==> config.mk <==
export PLATFORM = sky130hd
export DESIGN_NAME = tpg_pulse_gen
export DESIGN_NICKNAME = d
export VERILOG_FILES = /design/src/rtl/tpg_pkg.sv /design/src/rtl/tpg_cfg_decode.sv /design/src/rtl/tpg_sync_edge.sv /design/src/rtl/tpg_rate_timer.sv /design/src/rtl/tpg_out_stage.sv /design/src/rtl/tpg_pulse_gen.sv
export SDC_FILE = /design/constraint.sdc
export NUM_CORES = 1
export LEC_CHECK = 0
export ABC_AREA = 1
export BUFFER_PORTS_ARGS = -buffer_cell sky130_fd_sc_hd__buf_4
export CORE_MARGIN = 1
export CORE_UTILIZATION = 40
export DETAILED_ROUTE_END_ITERATION = 8
export MAX_ROUTING_LAYER = met4
export PLACE_DENSITY_LB_ADDON = 0.12
export SETUP_SLACK_MARGIN = 0.15
export SYNTH_ARGS = -nofsm -noshare
export SYNTH_HDL_FRONTEND = slang
export SYNTH_SLANG_ARGS = --single-unit
==> constraint.sdc <==
create_clock -name clk_i -period 3.35 [get_ports clk_i]
set_input_delay 0.335 -clock clk_i [delete_from_list [all_inputs] [get_ports clk_i]]
set_output_delay 0.335 -clock clk_i [all_outputs]
set_load 0.05 [all_outputs]
==> src/rtl/tpg_pkg.sv <==
package tpg_pkg;

    // Field positions inside the pulser control word.
    localparam int CFG_EN_BIT   = 11;
    localparam int CFG_RATE_LSB = 12;
    localparam int CFG_RATE_W   = 3;
    localparam int NUM_CODES    = 1 << CFG_RATE_W;

    typedef enum logic [CFG_RATE_W-1:0] {
        RATE_100HZ  = 3'd0,
        RATE_200HZ  = 3'd1,
        RATE_400HZ  = 3'd2,
        RATE_800HZ  = 3'd3,
        RATE_1600HZ = 3'd4,
        RATE_3200HZ = 3'd5,
        RATE_6400HZ = 3'd6,
        RATE_SYNC   = 3'd7
    } rate_e;

    typedef enum logic [1:0] {
        INSP_SYNC  = 2'd0,
        INSP_PULSE = 2'd1,
        INSP_OFF2  = 2'd2,
        INSP_OFF3  = 2'd3
    } insp_sel_e;

    typedef struct packed {
        logic  enable;
        rate_e rate;
    } tpg_cfg_t;

    // Period in cycles for a timed code: base period halved per step.
    function automatic int unsigned period_of(int unsigned base, int unsigned code);
        return base >> code;
    endfunction

    function automatic logic is_timed(rate_e r);
        return r != RATE_SYNC;
    endfunction

endpackage

==> src/rtl/tpg_cfg_decode.sv <==
module tpg_cfg_decode
    import tpg_pkg::*;
#(
    parameter int CTRL_W = 16
) (
    input  logic [CTRL_W-1:0] ctrl_i,
    output tpg_cfg_t          cfg_o
);

    localparam int RATE_MSB = CFG_RATE_LSB + CFG_RATE_W - 1;

    always_comb begin
        cfg_o.enable = ctrl_i[CFG_EN_BIT];
        cfg_o.rate   = rate_e'(ctrl_i[RATE_MSB:CFG_RATE_LSB]);
    end

    // Remaining control bits belong to other functions.
    logic unused_ctrl_bits;
    assign unused_ctrl_bits = ^ctrl_i;

endmodule

==> src/rtl/tpg_sync_edge.sv <==
module tpg_sync_edge (
    input  logic clk_i,
    input  logic rst_i,
    input  logic sync_i,
    output logic sync_lvl_o,
    output logic sync_rise_o
);

    logic sync_q;

    always_ff @(posedge clk_i) begin
        if (rst_i) begin
            sync_q <= 1'b0;
        end else begin
            sync_q <= sync_i;
        end
    end

    assign sync_lvl_o  = sync_q;
    assign sync_rise_o = sync_i & ~sync_q;

    // a detected rise cannot repeat on the following cycle
    p_rise_single_r6: assert property (@(posedge clk_i) disable iff (rst_i)
        sync_rise_o |=> !sync_rise_o);

endmodule

==> src/rtl/tpg_rate_timer.sv <==
module tpg_rate_timer
    import tpg_pkg::*;
#(
    parameter int unsigned CLK_HZ  = 200_000_000,
    parameter int unsigned BASE_HZ = 100
) (
    input  logic     clk_i,
    input  logic     rst_i,
    input  tpg_cfg_t cfg_i,
    input  logic     sync_rise_i,
    output logic     tick_o,
    output logic     mode_sync_o
);

    localparam int unsigned BASE_PERIOD = CLK_HZ / BASE_HZ;
    localparam int          CNT_W       = $clog2(BASE_PERIOD);

    // Terminal count per code, one entry per rate step.
    logic [CNT_W-1:0] term_tbl [NUM_CODES];

    for (genvar g = 0; g < NUM_CODES; g++) begin : g_term
        if (g < NUM_CODES - 1) begin : g_timed
            assign term_tbl[g] = CNT_W'(period_of(BASE_PERIOD, g) - 1);
        end else begin : g_sync
            assign term_tbl[g] = '0;
        end
    end

    logic [CNT_W-1:0] cnt_q;
    rate_e            act_q;
    logic             running_q;
    rate_e            cur_rate;
    logic             timed;
    logic             wrap;

    always_comb begin
        // First enabled cycle adopts the requested code directly.
        cur_rate = running_q ? act_q : cfg_i.rate;
        timed    = is_timed(cur_rate);
        wrap     = cfg_i.enable && timed && (cnt_q == term_tbl[cur_rate]);
        if (!cfg_i.enable) begin
            tick_o = 1'b0;
        end else if (timed) begin
            tick_o = wrap;
        end else begin
            tick_o = sync_rise_i;
        end
    end

    assign mode_sync_o = cfg_i.enable && !timed;

    always_ff @(posedge clk_i) begin
        if (rst_i) begin
            cnt_q     <= '0;
            act_q     <= RATE_100HZ;
            running_q <= 1'b0;
        end else if (!cfg_i.enable) begin
            cnt_q     <= '0;
            running_q <= 1'b0;
        end else begin
            running_q <= 1'b1;
            if (!timed || wrap || !running_q) begin
                act_q <= cfg_i.rate;
            end
            if (!timed || wrap) begin
                cnt_q <= '0;
            end else begin
                cnt_q <= cnt_q + 1'b1;
            end
        end
    end

    // the counter never passes the terminal count of the active code
    p_cnt_in_range_r3: assert property (@(posedge clk_i) disable iff (rst_i)
        (running_q && is_timed(act_q)) |-> (cnt_q <= term_tbl[act_q]));

    // the active code only moves at a period boundary while running
    p_rate_held_r5: assert property (@(posedge clk_i) disable iff (rst_i)
        (cfg_i.enable && running_q && is_timed(act_q) && !wrap) |=> $stable(act_q));

    // a disabled timer restarts from zero
    p_disabled_clear_r1: assert property (@(posedge clk_i) disable iff (rst_i)
        !cfg_i.enable |=> (cnt_q == '0));

endmodule

==> src/rtl/tpg_out_stage.sv <==
module tpg_out_stage
    import tpg_pkg::*;
(
    input  logic      clk_i,
    input  logic      rst_i,
    input  logic      enable_i,
    input  logic      tick_i,
    input  logic      sync_lvl_i,
    input  insp_sel_e insp_sel_i,
    output logic      pulse_o,
    output logic      insp_o
);

    logic pulse_q;

    always_ff @(posedge clk_i) begin
        if (rst_i) begin
            pulse_q <= 1'b0;
        end else begin
            // Guard against back-to-back ticks across a mode switch.
            pulse_q <= enable_i & tick_i & ~pulse_q;
        end
    end

    always_comb begin
        unique case (insp_sel_i)
            INSP_SYNC:  insp_o = sync_lvl_i;
            INSP_PULSE: insp_o = pulse_q;
            default:    insp_o = 1'b0;
        endcase
    end

    assign pulse_o = pulse_q;

    // every strobe lasts a single cycle
    p_one_cycle_r6: assert property (@(posedge clk_i) disable iff (rst_i)
        pulse_q |=> !pulse_q);

    // no strobe follows a cycle with enable low
    p_quiet_when_off_r1: assert property (@(posedge clk_i) disable iff (rst_i)
        !enable_i |=> !pulse_q);

    // reset leaves the strobe low
    p_reset_low_r8: assert property (@(posedge clk_i)
        $past(rst_i) |-> !pulse_q);

endmodule

==> src/rtl/tpg_pulse_gen.sv <==
module tpg_pulse_gen
    import tpg_pkg::*;
#(
    parameter int unsigned CLK_HZ  = 200_000_000,
    parameter int unsigned BASE_HZ = 100,
    parameter int          CTRL_W  = 16
) (
    input  logic              clk_i,
    input  logic              rst_i,
    input  logic [CTRL_W-1:0] ctrl_i,
    input  logic              sync_i,
    input  logic [1:0]        insp_sel_i,
    output logic              pulse_o,
    output logic              insp_o
);

    tpg_cfg_t cfg;
    logic     sync_lvl;
    logic     sync_rise;
    logic     tick;
    logic     mode_sync;

    tpg_cfg_decode #(.CTRL_W(CTRL_W)) u_decode (
        .ctrl_i (ctrl_i),
        .cfg_o  (cfg)
    );

    tpg_sync_edge u_sync (
        .clk_i       (clk_i),
        .rst_i       (rst_i),
        .sync_i      (sync_i),
        .sync_lvl_o  (sync_lvl),
        .sync_rise_o (sync_rise)
    );

    tpg_rate_timer #(.CLK_HZ(CLK_HZ), .BASE_HZ(BASE_HZ)) u_timer (
        .clk_i       (clk_i),
        .rst_i       (rst_i),
        .cfg_i       (cfg),
        .sync_rise_i (sync_rise),
        .tick_o      (tick),
        .mode_sync_o (mode_sync)
    );

    tpg_out_stage u_out (
        .clk_i      (clk_i),
        .rst_i      (rst_i),
        .enable_i   (cfg.enable),
        .tick_i     (tick),
        .sync_lvl_i (sync_lvl),
        .insp_sel_i (insp_sel_e'(insp_sel_i)),
        .pulse_o    (pulse_o),
        .insp_o     (insp_o)
    );

    // in follow mode a SYNC rise is forwarded on the next edge
    p_sync_follow_r4: assert property (@(posedge clk_i) disable iff (rst_i)
        (mode_sync && sync_rise && !pulse_o) |=> pulse_o);

    // in timer mode the strobe only comes from the counter, never from SYNC
    p_timed_no_sync_r4: assert property (@(posedge clk_i) disable iff (rst_i)
        (cfg.enable && !mode_sync && sync_rise && !tick) |=> !pulse_o);

endmodule

==> metrics.md, run 1 <==
| Metric | Value |
|---|---|
| Filler Cells Inserted | 529 |
| LEAKAGE | 0.914 nW |
| Tcrit/Tclk final | 0.771 |
| Slowest stage delay, CP | 0.58 ns |
| Post-CTS Hold Buffers | 0 |
| Largest net degree at the start of global routing | 17 |
| Critical path cell sequence | inv_6, nand2_1, nand2_1, ha_1, inv_1, nand3_1, nand2_1, nand2_1, inv_1, nand2_1, nor2_1, nand2_1, nor2_2, a21oi_2, nand2_2, buf_12, a21oi_2 |
| Post-Syn Nets | 340 |
| Starting Density | 0.421 |
| Die width | 73.0 um |
| Maximum clock rate | 387 MHz |
| Stages on worst setup path | 17 |
| Tightest Pin Transition | 0.409 ns |
| Core area | 4790 um2 |
| Hold Crit Class | in -> reg |
| Max-slew violations | 0 |
| Final min period | 2.58 ns |
| Routed Antenna Nets | 0 |
| # diodes | 0 |
| CTS resizes | 0 |
| 1st-iter DRT viols | 109 |
| Root buffer cell | clkbuf_8 |
| Detailed-router iteration count before antenna repair | 4 |
| Syn_area_per_cell | 6.46 um2 |
| FF+latch count, synth | 27 |
| CTS Buf Count | 3 |
| CP dominant cell by count | nand2_1 |
| CTS clk-pin slew, worst paths | 0.10 ns |
| Clock Latency Late Sink | 0.28 ns |
| Worst Clk Skew | 0.00638 ns |
| Final TNS setup | 0 ns |
| # DRC | 0 |
| # IOs | 23 |
| CP top delay family | simple AND/OR/NAND/NOR gates |
| Post-Syn Area | 2010 um2 |
| Post-DR wirelength/cell | 11.6 um |
| DR vias | 1818 |
| Rel. slew slack | 0.727 |
| Row Count | 25 |
| Final nets | 348 |
| Worst r2r path cells | 17 |
| CTS Sinks | 27 |
| Setup bufs post-CTS | 0 |
| Crit Path Class | reg -> reg |
| CP endpoint kind | flop |
| RD Place Congestion | 0.816 |
| RSZ-0062 raised after global routing | false |
| Multi-input logic area | 1230 um2 |
| Critical Path Source Type | flop |
| GRT Util Overall | 0.191 |
| Final setup viols | 0 |
| PD cells | 304 nW/um2 |
| Vias per cell | 4.71 |
| WP buf/inv | 4 |
| Die Ht | 73.0 um |
| Slowest CP cell | dfxtp_1 |
| CTS Buffer Depth | 2 |
| Die area | 5320 um2 |
| Syn Inst Count | 312 |
| TritonCTS clock tree | yes |
| Final HPWL DP | 3480 um |
| Final Hold Viols | 0 |
| Gr ovfl total | 0 |
| # H-tree levels | 1 |
| Hold Crit Depth | 2 |
| Area grow syn2layout | 7.58% |
| Worst VDD drop | 0.142 mV |
| Arrival time at the worst endpoint | 2.75 ns |
| Final WL | 4480 um |
| Max cap viols | 0 |
| Number of global-route vias before repair | 1567 |
| Initial antenna violation count | 0 |
| CP required | 3.52 ns |
| FF+latch area | 541 um2 |
| Pwr Total | 0.658 mW |
| Ys Warns | 0 |
| Register area share after synthesis | 0.268 |
| Port Buf Inserts | 10 |
| Max FO, Critical Path | 16 |
| Global-route wire length before repair | 7460 um |
| Post-synth cell types | 30 |
| Layout cells sized above 1 | 0.185 |
| Status | finished, final reports clean |
-- cell usage after synthesis (all sizes together) --
cell type,n,share of area
ha,7,0.043
a21oi,15,0.060
nor3,5,0.017
nor2,38,0.088
nor4,1,0.0031
nand3b,1,0.0037
xor2,7,0.030
inv,45,0.086
dfxtp,27,0.27
or2,3,0.0093
o21ai,4,0.0099
xnor2,1,0.0043
nand4,7,0.022
nand2,109,0.22
buf,5,0.030
a211oi,1,0.0037
nor3b,1,0.0037
nand3,32,0.087
clkbuf,3,0.0056
-- metrics by stage --
step | std cells | utilization | hold slack, ns | instance area (um2) | worst slack, ns
after CTS | 386 | 0.453 | 0.203 | 2170 | 0.741
after global routing | 386 | 0.453 | 0.202 | 2170 | 0.494
final | 386 | 0.453 | 0.213 | 2170 | 0.767
after detailed placement | 382 | 0.443 | 0.512 | 2120 | 0.771
after floorplan | 312 | - | 0.407 | 2010 | 1.11
after global placement | 382 | 0.443 | 0.502 | 2120 | 0.769
-- power by group --
| part | internal (mW) | switching, mW |
|---|---|---|
| Combinational | 0.0470 | 0.0864 |
| Clock | 0.0855 | 0.106 |
| Sequential | 0.326 | 0.00684 |
-- area by class of cell --
class,instances,area share
multi-input combinational,232,0.567
timing repair buffer,11,0.0439
inverter,45,0.0803
clock buffer,4,0.0208
sequential,27,0.249
tap,67,0.0387
-- kinds of logic (layout without fill, tap and decap cells) --
| family | after synthesis | in the layout | synth area share |
|---|---|---|---|
| buf+inv | 53 | 60 | 0.122 |
| simple gates | 197 | 197 | 0.458 |
| compound gates | 20 | 20 | 0.0733 |
| fa+ha+maj | 7 | 7 | 0.0435 |
| xor+xnor | 8 | 8 | 0.0348 |
| flops | 27 | 27 | 0.268 |
-- path summary, 6_finish.rpt --
kind / from / endpoint / slack, ns
worst min register to register: u_timer.act_q[1] / u_timer.act_q[1] / 0.54
worst max-delay path: u_timer.running_q / u_timer.cnt_q[12] / 0.77
worst min-delay path: rst_i / u_sync.sync_lvl_o / 0.21
worst max register to register: u_timer.running_q / u_timer.cnt_q[12] / 0.77
-- state kept, by name, summed over array words and instances, names as in the netlist --
signal,flops
u_out.pulse_o,1
u_timer.running_q,1
u_sync.sync_lvl_o,1
u_timer.act_q,3
u_timer.cnt_q,21
-- per-layer routing --
metal  GRT usage  routed length [um]
met1       0.264                2340
met2       0.278                1940
met3      0.0359                 117
met4      0.0654                  78
met5           -                   0
-- placed cells by master, fill, tap and decap left out, drive strengths merged, types with 3 or more instances in the layout --
master and n:
a21oi 15, buf 11, clkbuf 4, dfxtp 27, ha 7, inv 45, nand2 109, nand3 32
nand4 7, nor2 38, nor3 5, o21ai 4, or2 3, xor2 7
(Power assumes the default switching activity.)
==> run 2, diff against run 1 <==
- ABC_AREA: 1 -> 0
- clock period: 3.35 -> 2.4 ns (I/O delays scaled with it)
==> run 2 against run 1 <==
Effect of this change: the run now ends with setup timing left; global-route usage rose by 2.9 points; synthesized cell count shrank 31%; utilization grew 10 points; power grew 47%; critical path depth shrank 6; die area fell by 12%; non-clock buffer count increased by 26; worst hold slack got worse by 0.055 ns; design area grew 5.3%; sequential power is 39% higher; fmax rose by 2.4%; largest cell class unchanged; largest power group unchanged.
==> metrics.md, run 2 <==
| Metric | Value |
|---|---|
| Max cap viols | 0 (unchanged) |
| Xor and xnor fraction of the mapped netlist area | 0.149 (was 0.0348) |
| Syn Inst Count | 214 (was 312) |
| Cell Count, Final, Fillers Out | 297 (was 386) |
| # IOs | 23 (unchanged) |
| Post-DR wirelength/cell | 15.4 um (was 11.6 um) |
| Crit Path Class | reg -> reg (unchanged) |
| Post-Syn Nets | 242 (was 340) |
| Synth area leader | dfxtp_1 (unchanged) |
| Syn_area_per_cell | 8.23 um2 (was 6.46 um2) |
| Critical Path Source Type | flop (unchanged) |
| Largest net degree at the start of global routing | 16 (was 17) |
| Dpl cells | 287 (was 382) |
| Synth Flop Type | dfxtp_1 (unchanged) |
| Arrival time at the worst endpoint | 2.71 ns (was 2.75 ns) |
| Most common cell in the netlist | nor2_1 (was nand2_1) |
| # diodes | 0 (unchanged) |
| CP required | 2.58 ns (was 3.52 ns) |
| Asr flop ratio synth | 0 (unchanged) |
| Layout cells sized above 1 | 0.267 (was 0.185) |
| Status | complete, but fails checks (was finished, final reports clean) |
| CP endpoint kind | flop (unchanged) |
| M3 GR Usage | 0.0300 (was 0.0359) |
| PD cells | 425 nW/um2 (was 304 nW/um2) |
| Final setup viols | 25 (was 0) |
| Largest register FFs | 21 (unchanged) |
| PnR worst setup slack | -0.123 ns (was 0.767 ns) |
| Ys Warns | 0 (unchanged) |
| Hold Crit Class | in -> reg (unchanged) |
| Number of global-route vias before repair | 1584 (was 1567) |
| Max FO, Critical Path | 6 (was 16) |
| GR met2 Demand/Resource | 0.385 (was 0.278) |
| Die Ht | 68.3 um (was 73.0 um) |
| Vias per cell | 5.52 (was 4.71) |
| Global-route wire length before repair | 7400 um (was 7460 um) |
| Tcrit/Tclk final | 1.05 (was 0.771) |
| Largest family of logic cells by synthesized area | simple AND/OR/NAND/NOR gates (unchanged) |
| Tightest Pin Transition | 0.452 ns (was 0.409 ns) |
| Pre-CTS WS | -0.152 ns (was 0.771 ns) |
| Maximum clock rate | 396 MHz (was 387 MHz) |
| Area grow syn2layout | 29.6% (was 7.58%) |
| Clock Latency Late Sink | 0.28 ns (about the same) |
| Multiplexer share of the synthesized area | 0.0995 (was 0) |
| FF+latch count, synth | 27 (unchanged) |
| Most frequent cells in the layout | 33 x buf_4, 26 x nor2_1, 26 x dfxtp_1, 15 x xnor2_1, 15 x xor2_1 (was 100 x nand2_1, 42 x inv_1, 29 x nand3_1, 27 x dfxtp_1, 24 x nor2_1) |
| Final min period | 2.52 ns (was 2.58 ns) |
| Starting Density | 0.428 (was 0.421) |
| Register area share after synthesis | 0.307 (was 0.268) |
| Final nets | 276 (was 348) |
| 1st-iter DRT viols | 79 (was 109) |
| Final core utilization | 0.554 (was 0.453) |
| Simple-gate share of the synthesized area | 0.243 (was 0.458) |
| # H-tree levels | 1 (unchanged) |
| Synth top area cells | dfxtp_1 31%, mux2i_1 8.5%, xnor2_1 7.5%, xor2_1 7.5%, nor2_1 6.6% (was dfxtp_1 27%, nand2_1 19%, inv_1 7.8%, nand3_1 7.2%, a21oi_2 5.2%) |
| TritonCTS clock tree | yes (unchanged) |
| Port Buf Inserts | 10 (unchanged) |
| Failing checks | setup timing |
| # DRC | 0 (unchanged) |
| Initial antenna violation count | 0 (unchanged) |
| Area share of the largest cell type after synthesis | 0.307 (was 0.268) |
| Die width | 68.3 um (was 73.0 um) |
| Die area | 4670 um2 (was 5320 um2) |
| Routed Antenna Nets | 0 (unchanged) |
| Rel. slew slack | 0.697 (was 0.727) |
| GR met1 Demand/Resource | 0.263 (was 0.264) |
| Most common cell after layout, fill and taps aside | buf_4 (was nand2_1) |
| Core area | 4120 um2 (was 4790 um2) |
| CTS Buf Count | 3 (unchanged) |
| Synth Area in Adders | 0.0498 (was 0.0435) |
| Final Hold Viols | 0 (unchanged) |
| Post-CTS Hold Buffers | 0 (unchanged) |
| Final WL | 4570 um (was 4480 um) |
| CTS Sinks | 27 (unchanged) |
| Final HPWL DP | 3360 um (was 3480 um) |
| GRT Util Overall | 0.220 (was 0.191) |
| Pwr Total | 0.968 mW (was 0.658 mW) |
| Gr ovfl total | 0 (unchanged) |
| Post-synth EDFFs | 0 (unchanged) |
| Detailed-router iteration count before antenna repair | 5 (was 4) |
| Top flop regs | u_timer.cnt_q x21, u_timer.act_q x3 (unchanged) |
| RD Place Congestion | 0.917 (was 0.816) |
| DR vias | 1638 (was 1818) |
| RSZ-0062 raised after global routing | true (was false) |
| CTS Buffer Depth | 2 (unchanged) |
| Root buffer cell | clkbuf_8 (unchanged) |
| Max-slew violations | 0 (unchanged) |
| Worst VDD drop | 0.282 mV (was 0.142 mV) |
| Commonest cells in the netlist | 31 x nor2_1, 27 x dfxtp_1, 15 x mux2i_1, 15 x xnor2_1, 15 x xor2_1 (was 100 x nand2_1, 42 x inv_1, 29 x nand3_1, 27 x dfxtp_1, 24 x nor2_1) |
| GR peak layer | met2 (unchanged) |
| Biggest register | u_timer.cnt_q (unchanged) |
| Post-synthesis compound-gate area fraction | 0.114 (was 0.0733) |
| Worst Clk Skew | 0.00267 ns (was 0.00638 ns) |
| CTS clk-pin slew, worst paths | 0.10 ns (about the same) |
| Post-Syn Area | 1760 um2 (was 2010 um2) |
| Row Count | 23 (was 25) |
| Post-synth cell types | 37 (was 30) |
| LEAKAGE | 0.819 nW (was 0.914 nW) |
-- run 2: repair_timing --
| item | in CTS | in global routing |
|---|---|---|
| gates resized for setup | 24 | 6 |
| pin swaps | 16 | 5 |
| setup buffers | 4 | 1 |
| endpoints found under the setup margin | 25 | 25 |
| gates cloned | 1 | 0 |
-- run 2: cell type report --
class | count | area (um2)
Tap cell | 50 | 62.6
Multi-Input combinational cell | 171 | 1310
Sequential cell | 27 | 544
Inverter | 8 | 30.0
Clock buffer | 3 | 41.3
Clock inverter | 1 | 5.00
Fill cell | 388 | 1830
Timing Repair Buffer | 37 | 293
-- run 2: worst max-delay path: stages (launching register included) --
cell and delay, ns:
dfxtp_4 0.40, mux2i_4 0.31, ha_4 0.18, inv_2 0.04, a2111oi_4 0.28, o21ai_1 0.13, a221oi_1 0.30, nand4_1 0.19
buf_4 0.18, o21ai_4 0.19, buf_6 0.17, nor2_1 0.04
-- run 2: worst paths after layout --
check / depth (start not counted) / end / startpoint / slack (ns)
setup / recovery: 11 / u_timer.cnt_q[5] / u_timer.running_q / -0.12
hold / removal: 2 / u_sync.sync_lvl_o / rst_i / 0.16
setup reg to reg: 11 / u_timer.cnt_q[5] / u_timer.running_q / -0.12
hold reg to reg: 1 / u_out.pulse_o / u_out.pulse_o / 0.49
-- run 2: per-stage QoR --
stage / hold slack (ns) / TNS (ns) / area (um2)
3_3_place_gp: 0.452 / -2.75 / 2050
5_1_grt: 0.160 / -7.21 / 2280
2_1_floorplan: 0.312 / 0 / 1800
4_1_cts: 0.161 / -2.53 / 2260
3_5_place_dp: 0.459 / -2.88 / 2050
6_report: 0.158 / -2.83 / 2280
-- run 2: cells by family (layout without fill, tap and decap cells) --
logic type      after synthesis  count (layout)
compound gates               29              29
xor+xnor                     30              30
fa+ha+maj                     7               7
buf+inv                      16              49
flops                        27              27
mux                          17              17
simple gates                 88              88
-- run 2: power by group --
| part | switching, mW | leakage [nW] | internal, mW |
|---|---|---|---|
| Combinational | 0.119 | 0.574 | 0.114 |
| Clock | 0.155 | 0.0255 | 0.117 |
| Sequential | 0.00863 | 0.219 | 0.454 |
-- run 2: metal layers --
metal | vias to the layer above | part of all wire
met4 | 0 | 0.0083
met5 | - | 0
met3 | 6 | 0.035
li1 | 811 | -
met1 | 789 | 0.45
met2 | 32 | 0.50
==> run 3, diff against run 2 <==
- CAP_MARGIN: unset -> 25
- CELL_PAD_IN_SITES_DETAIL_PLACEMENT: unset -> 1
- CELL_PAD_IN_SITES_GLOBAL_PLACEMENT: unset -> 1
- SYNTH_HIERARCHICAL: unset -> 1
==> run 3 against run 2 <==
Effect of this change: the run ends with DRC, setup timing left; fmax fell by 5.5%; critical path depth did not move; clock power barely moved; via count rose by 12%; synthesized area rose by 9.5%; die area rose by 9.2%; global-route usage rose by 3.5 points; worst hold slack improved by 0.027 ns; combinational power rose by 23%; power rose by 5.9%; critical path type unchanged; largest cell class unchanged.
==> metrics.md, run 3 <==
| Metric | Value |
|---|---|
| CP dominant cell by count | buf_4 |
| Final nets | 298 (was 276) |
| Port Buf Inserts | 10 (unchanged) |
| # diodes | 0 (unchanged) |
| Biggest register | u_timer/cnt_q (was u_timer.cnt_q) |
| CP required | 2.60 ns (was 2.58 ns) |
| Largest net degree at the start of global routing | 22 (was 16) |
| Syn_area_per_cell | 8.34 um2 (was 8.23 um2) |
| CTS Buf Count | 3 (unchanged) |
| Final Hold Viols | 0 (unchanged) |
| Slowest stage delay, CP | 0.41 ns (was 0.40 ns) |
| Tcrit/Tclk final | 1.11 (was 1.05) |
| Post-CTS Hold Buffers | 0 (unchanged) |
| Max FO, Critical Path | 5 (was 6) |
| Pwr Total | 1.03 mW (was 0.968 mW) |
| Arrival time at the worst endpoint | 2.87 ns (was 2.71 ns) |
| DR vias | 1834 (was 1638) |
| Starting Density | 0.428 (about the same) |
| Area grow syn2layout | 26.8% (was 29.6%) |
| Gr ovfl total | 0 (unchanged) |
| Vias per cell | 5.71 (was 5.52) |
| Worst VDD drop | 0.241 mV (was 0.282 mV) |
| Final core utilization | 0.543 (was 0.554) |
| Pre-CTS WS | -0.321 ns (was -0.152 ns) |
| Crit Path Class | reg -> reg (unchanged) |
| Most common cell after layout, fill and taps aside | buf_4 (unchanged) |
| Worst Clk Skew | 0.00455 ns (was 0.00267 ns) |
| Post-Syn Nets | 259 (was 242) |
| PD cells | 420 nW/um2 (was 425 nW/um2) |
| LEAKAGE | 0.944 nW (was 0.819 nW) |
| PnR worst setup slack | -0.270 ns (was -0.123 ns) |
| Number of global-route vias before repair | 1994 (was 1584) |
| Root buffer cell | clkbuf_8 (unchanged) |
| Final TNS setup | -5.61 ns (was -2.83 ns) |
| 1st-iter DRT viols | 139 (was 79) |
| Critical Path Source Type | flop (unchanged) |
| CTS clk-pin slew, worst paths | 0.10 ns (about the same) |
| Core area | 4500 um2 (was 4120 um2) |
| Max-slew violations | 0 (unchanged) |
| Post-Syn Area | 1930 um2 (was 1760 um2) |
| Syn Inst Count | 231 (was 214) |
| Filler Cells Inserted | 536 (was 388) |
| Die Ht | 71.4 um (was 68.3 um) |
| Clock Latency Late Sink | 0.28 ns (about the same) |
| Hold Crit Depth | 2 (unchanged) |
| Maximum clock rate | 375 MHz (was 396 MHz) |
| Initial antenna violation count | 0 (unchanged) |
| Layout cells sized above 1 | 0.286 (was 0.267) |
| Top flop regs | u_timer/cnt_q x21, u_timer/act_q x3 (was u_timer.cnt_q x21, u_timer.act_q x3) |
| Worst r2r path cells | 11 (unchanged) |
| CP endpoint kind | flop (unchanged) |
| CTS Sinks | 27 (unchanged) |
| CTS Buffer Depth | 2 (unchanged) |
| Global-route wire length before repair | 9610 um (was 7400 um) |
| RSZ-0062 raised after global routing | true (unchanged) |
| Largest register FFs | 21 (unchanged) |
| Slowest CP cell | dfxtp_4 (unchanged) |
| Critical path cell sequence | mux2i_4, buf_4, ha_2, xor2_1, a211oi_2, o2111ai_1, nor4_2, nand4_2, buf_4, or2_1, o211ai_1 (was mux2i_4, ha_4, inv_2, a2111oi_4, o21ai_1, a221oi_1, nand4_1, buf_4, o21ai_4, buf_6, nor2_1) |
| Final setup viols | 25 (unchanged) |
| Max cap viols | 0 (unchanged) |
| Most frequent cells in the layout | 45 x buf_4, 36 x nor2_1, 26 x dfxtp_1, 18 x xor2_1, 16 x nand2_1 (was 33 x buf_4, 26 x nor2_1, 26 x dfxtp_1, 15 x xnor2_1, 15 x xor2_1) |
| Die width | 71.4 um (was 68.3 um) |
| Status | complete, but fails checks (unchanged) |
| RD Place Congestion | 0.898 (was 0.917) |
| Detailed-router iteration count before antenna repair | 6 (was 5) |
| Ys Warns | 6 (was 0) |
| Tightest Pin Transition | 0.471 ns (was 0.452 ns) |
| Row Count | 24 (was 23) |
| Rel. slew slack | 0.683 (was 0.697) |
| Routed Antenna Nets | 0 (unchanged) |
| Die area | 5100 um2 (was 4670 um2) |
| GRT Util Overall | 0.255 (was 0.220) |
| TritonCTS clock tree | yes (unchanged) |
| Final WL | 5850 um (was 4570 um) |
| Hold Crit Class | in -> reg (unchanged) |
| Final HPWL DP | 4480 um (was 3360 um) |
| # IOs | 23 (unchanged) |
| # DRC | 1 (was 0) |
| Post-DR wirelength/cell | 18.2 um (was 15.4 um) |
| Failing checks | DRC, setup timing (was setup timing) |
| # H-tree levels | 1 (unchanged) |
| Final min period | 2.67 ns (was 2.52 ns) |
==> run 3: worst max-delay path, delay by kind of cell (launching register included) <==
kind | cells | cell delay [ns]
buffers and inverters | 2 | 0.34
AO/OA/AOI/OAI | 3 | 0.57
multiplexers | 1 | 0.29
flip-flops | 1 | 0.41
XOR/XNOR | 1 | 0.08
adder cells (fa/ha/maj) | 1 | 0.18
AND/OR/NAND/NOR | 3 | 0.71
==> run 3: final cells by class <==
class / instances / area, um2 / share of cell area
Multi-Input combinational cell: 180 / 1380 / 0.564
Clock buffer: 3 / 41.3 / 0.0169
Inverter: 11 / 41.3 / 0.0169
Tap cell: 52 / 65.1 / 0.0266
Sequential cell: 27 / 544 / 0.223
Timing Repair Buffer: 47 / 369 / 0.151
Clock inverter: 1 / 5.00 / 0.00205
==> run 3: final timing paths <==
path / from / endpoint / slack [ns]
setup / recovery: u_timer/running_q / u_timer/act_q[0] / -0.27
setup reg to reg: u_timer/running_q / u_timer/act_q[0] / -0.27
hold reg to reg: u_out/pulse_o / u_out/pulse_o / 0.47
hold / removal: rst_i / u_sync/sync_lvl_o / 0.18
==> run 3: per-stage QoR <==
step                cells  area [um2]  hold WS (ns)
floorplan             231        2010         0.304
global placement      312        2300         0.437
detailed placement    312        2300         0.445
CTS                   320        2420         0.180
global route          321        2440         0.184
finish                321        2440         0.185
==> run 3: per-layer routing <==
| metal | vias to the layer above | wire length, um | track usage | part of all wire |
|---|---|---|---|---|
| li1 | 891 | - | - | - |
| met1 | 903 | 2560 | 0.304 | 0.44 |
| met2 | 32 | 3070 | 0.455 | 0.52 |
| met3 | 8 | 153 | 0.0253 | 0.026 |
| met4 | 0 | 76 | 0.0733 | 0.013 |
| met5 | - | 0 | - | 0 |
==> run 3: what timing repair did <==
| item | 4_1_cts | 5_1_grt |
|---|---|---|
| setup buffers | 4 | 1 |
| resized for setup | 7 | 4 |
| gates cloned | 0 | 0 |
| pin swaps | 0 | 1 |
| endpoints found under the setup margin | 25 | 25 |
==> run 3: power by group <==
| group | total, mW | leakage, nW | switching, mW | internal (mW) |
|---|---|---|---|---|
| sequential | 0.465 | 0.219 | 0.00990 | 0.455 |
| clock | 0.274 | 0.0255 | 0.158 | 0.117 |
| combinational | 0.287 | 0.699 | 0.144 | 0.143 |
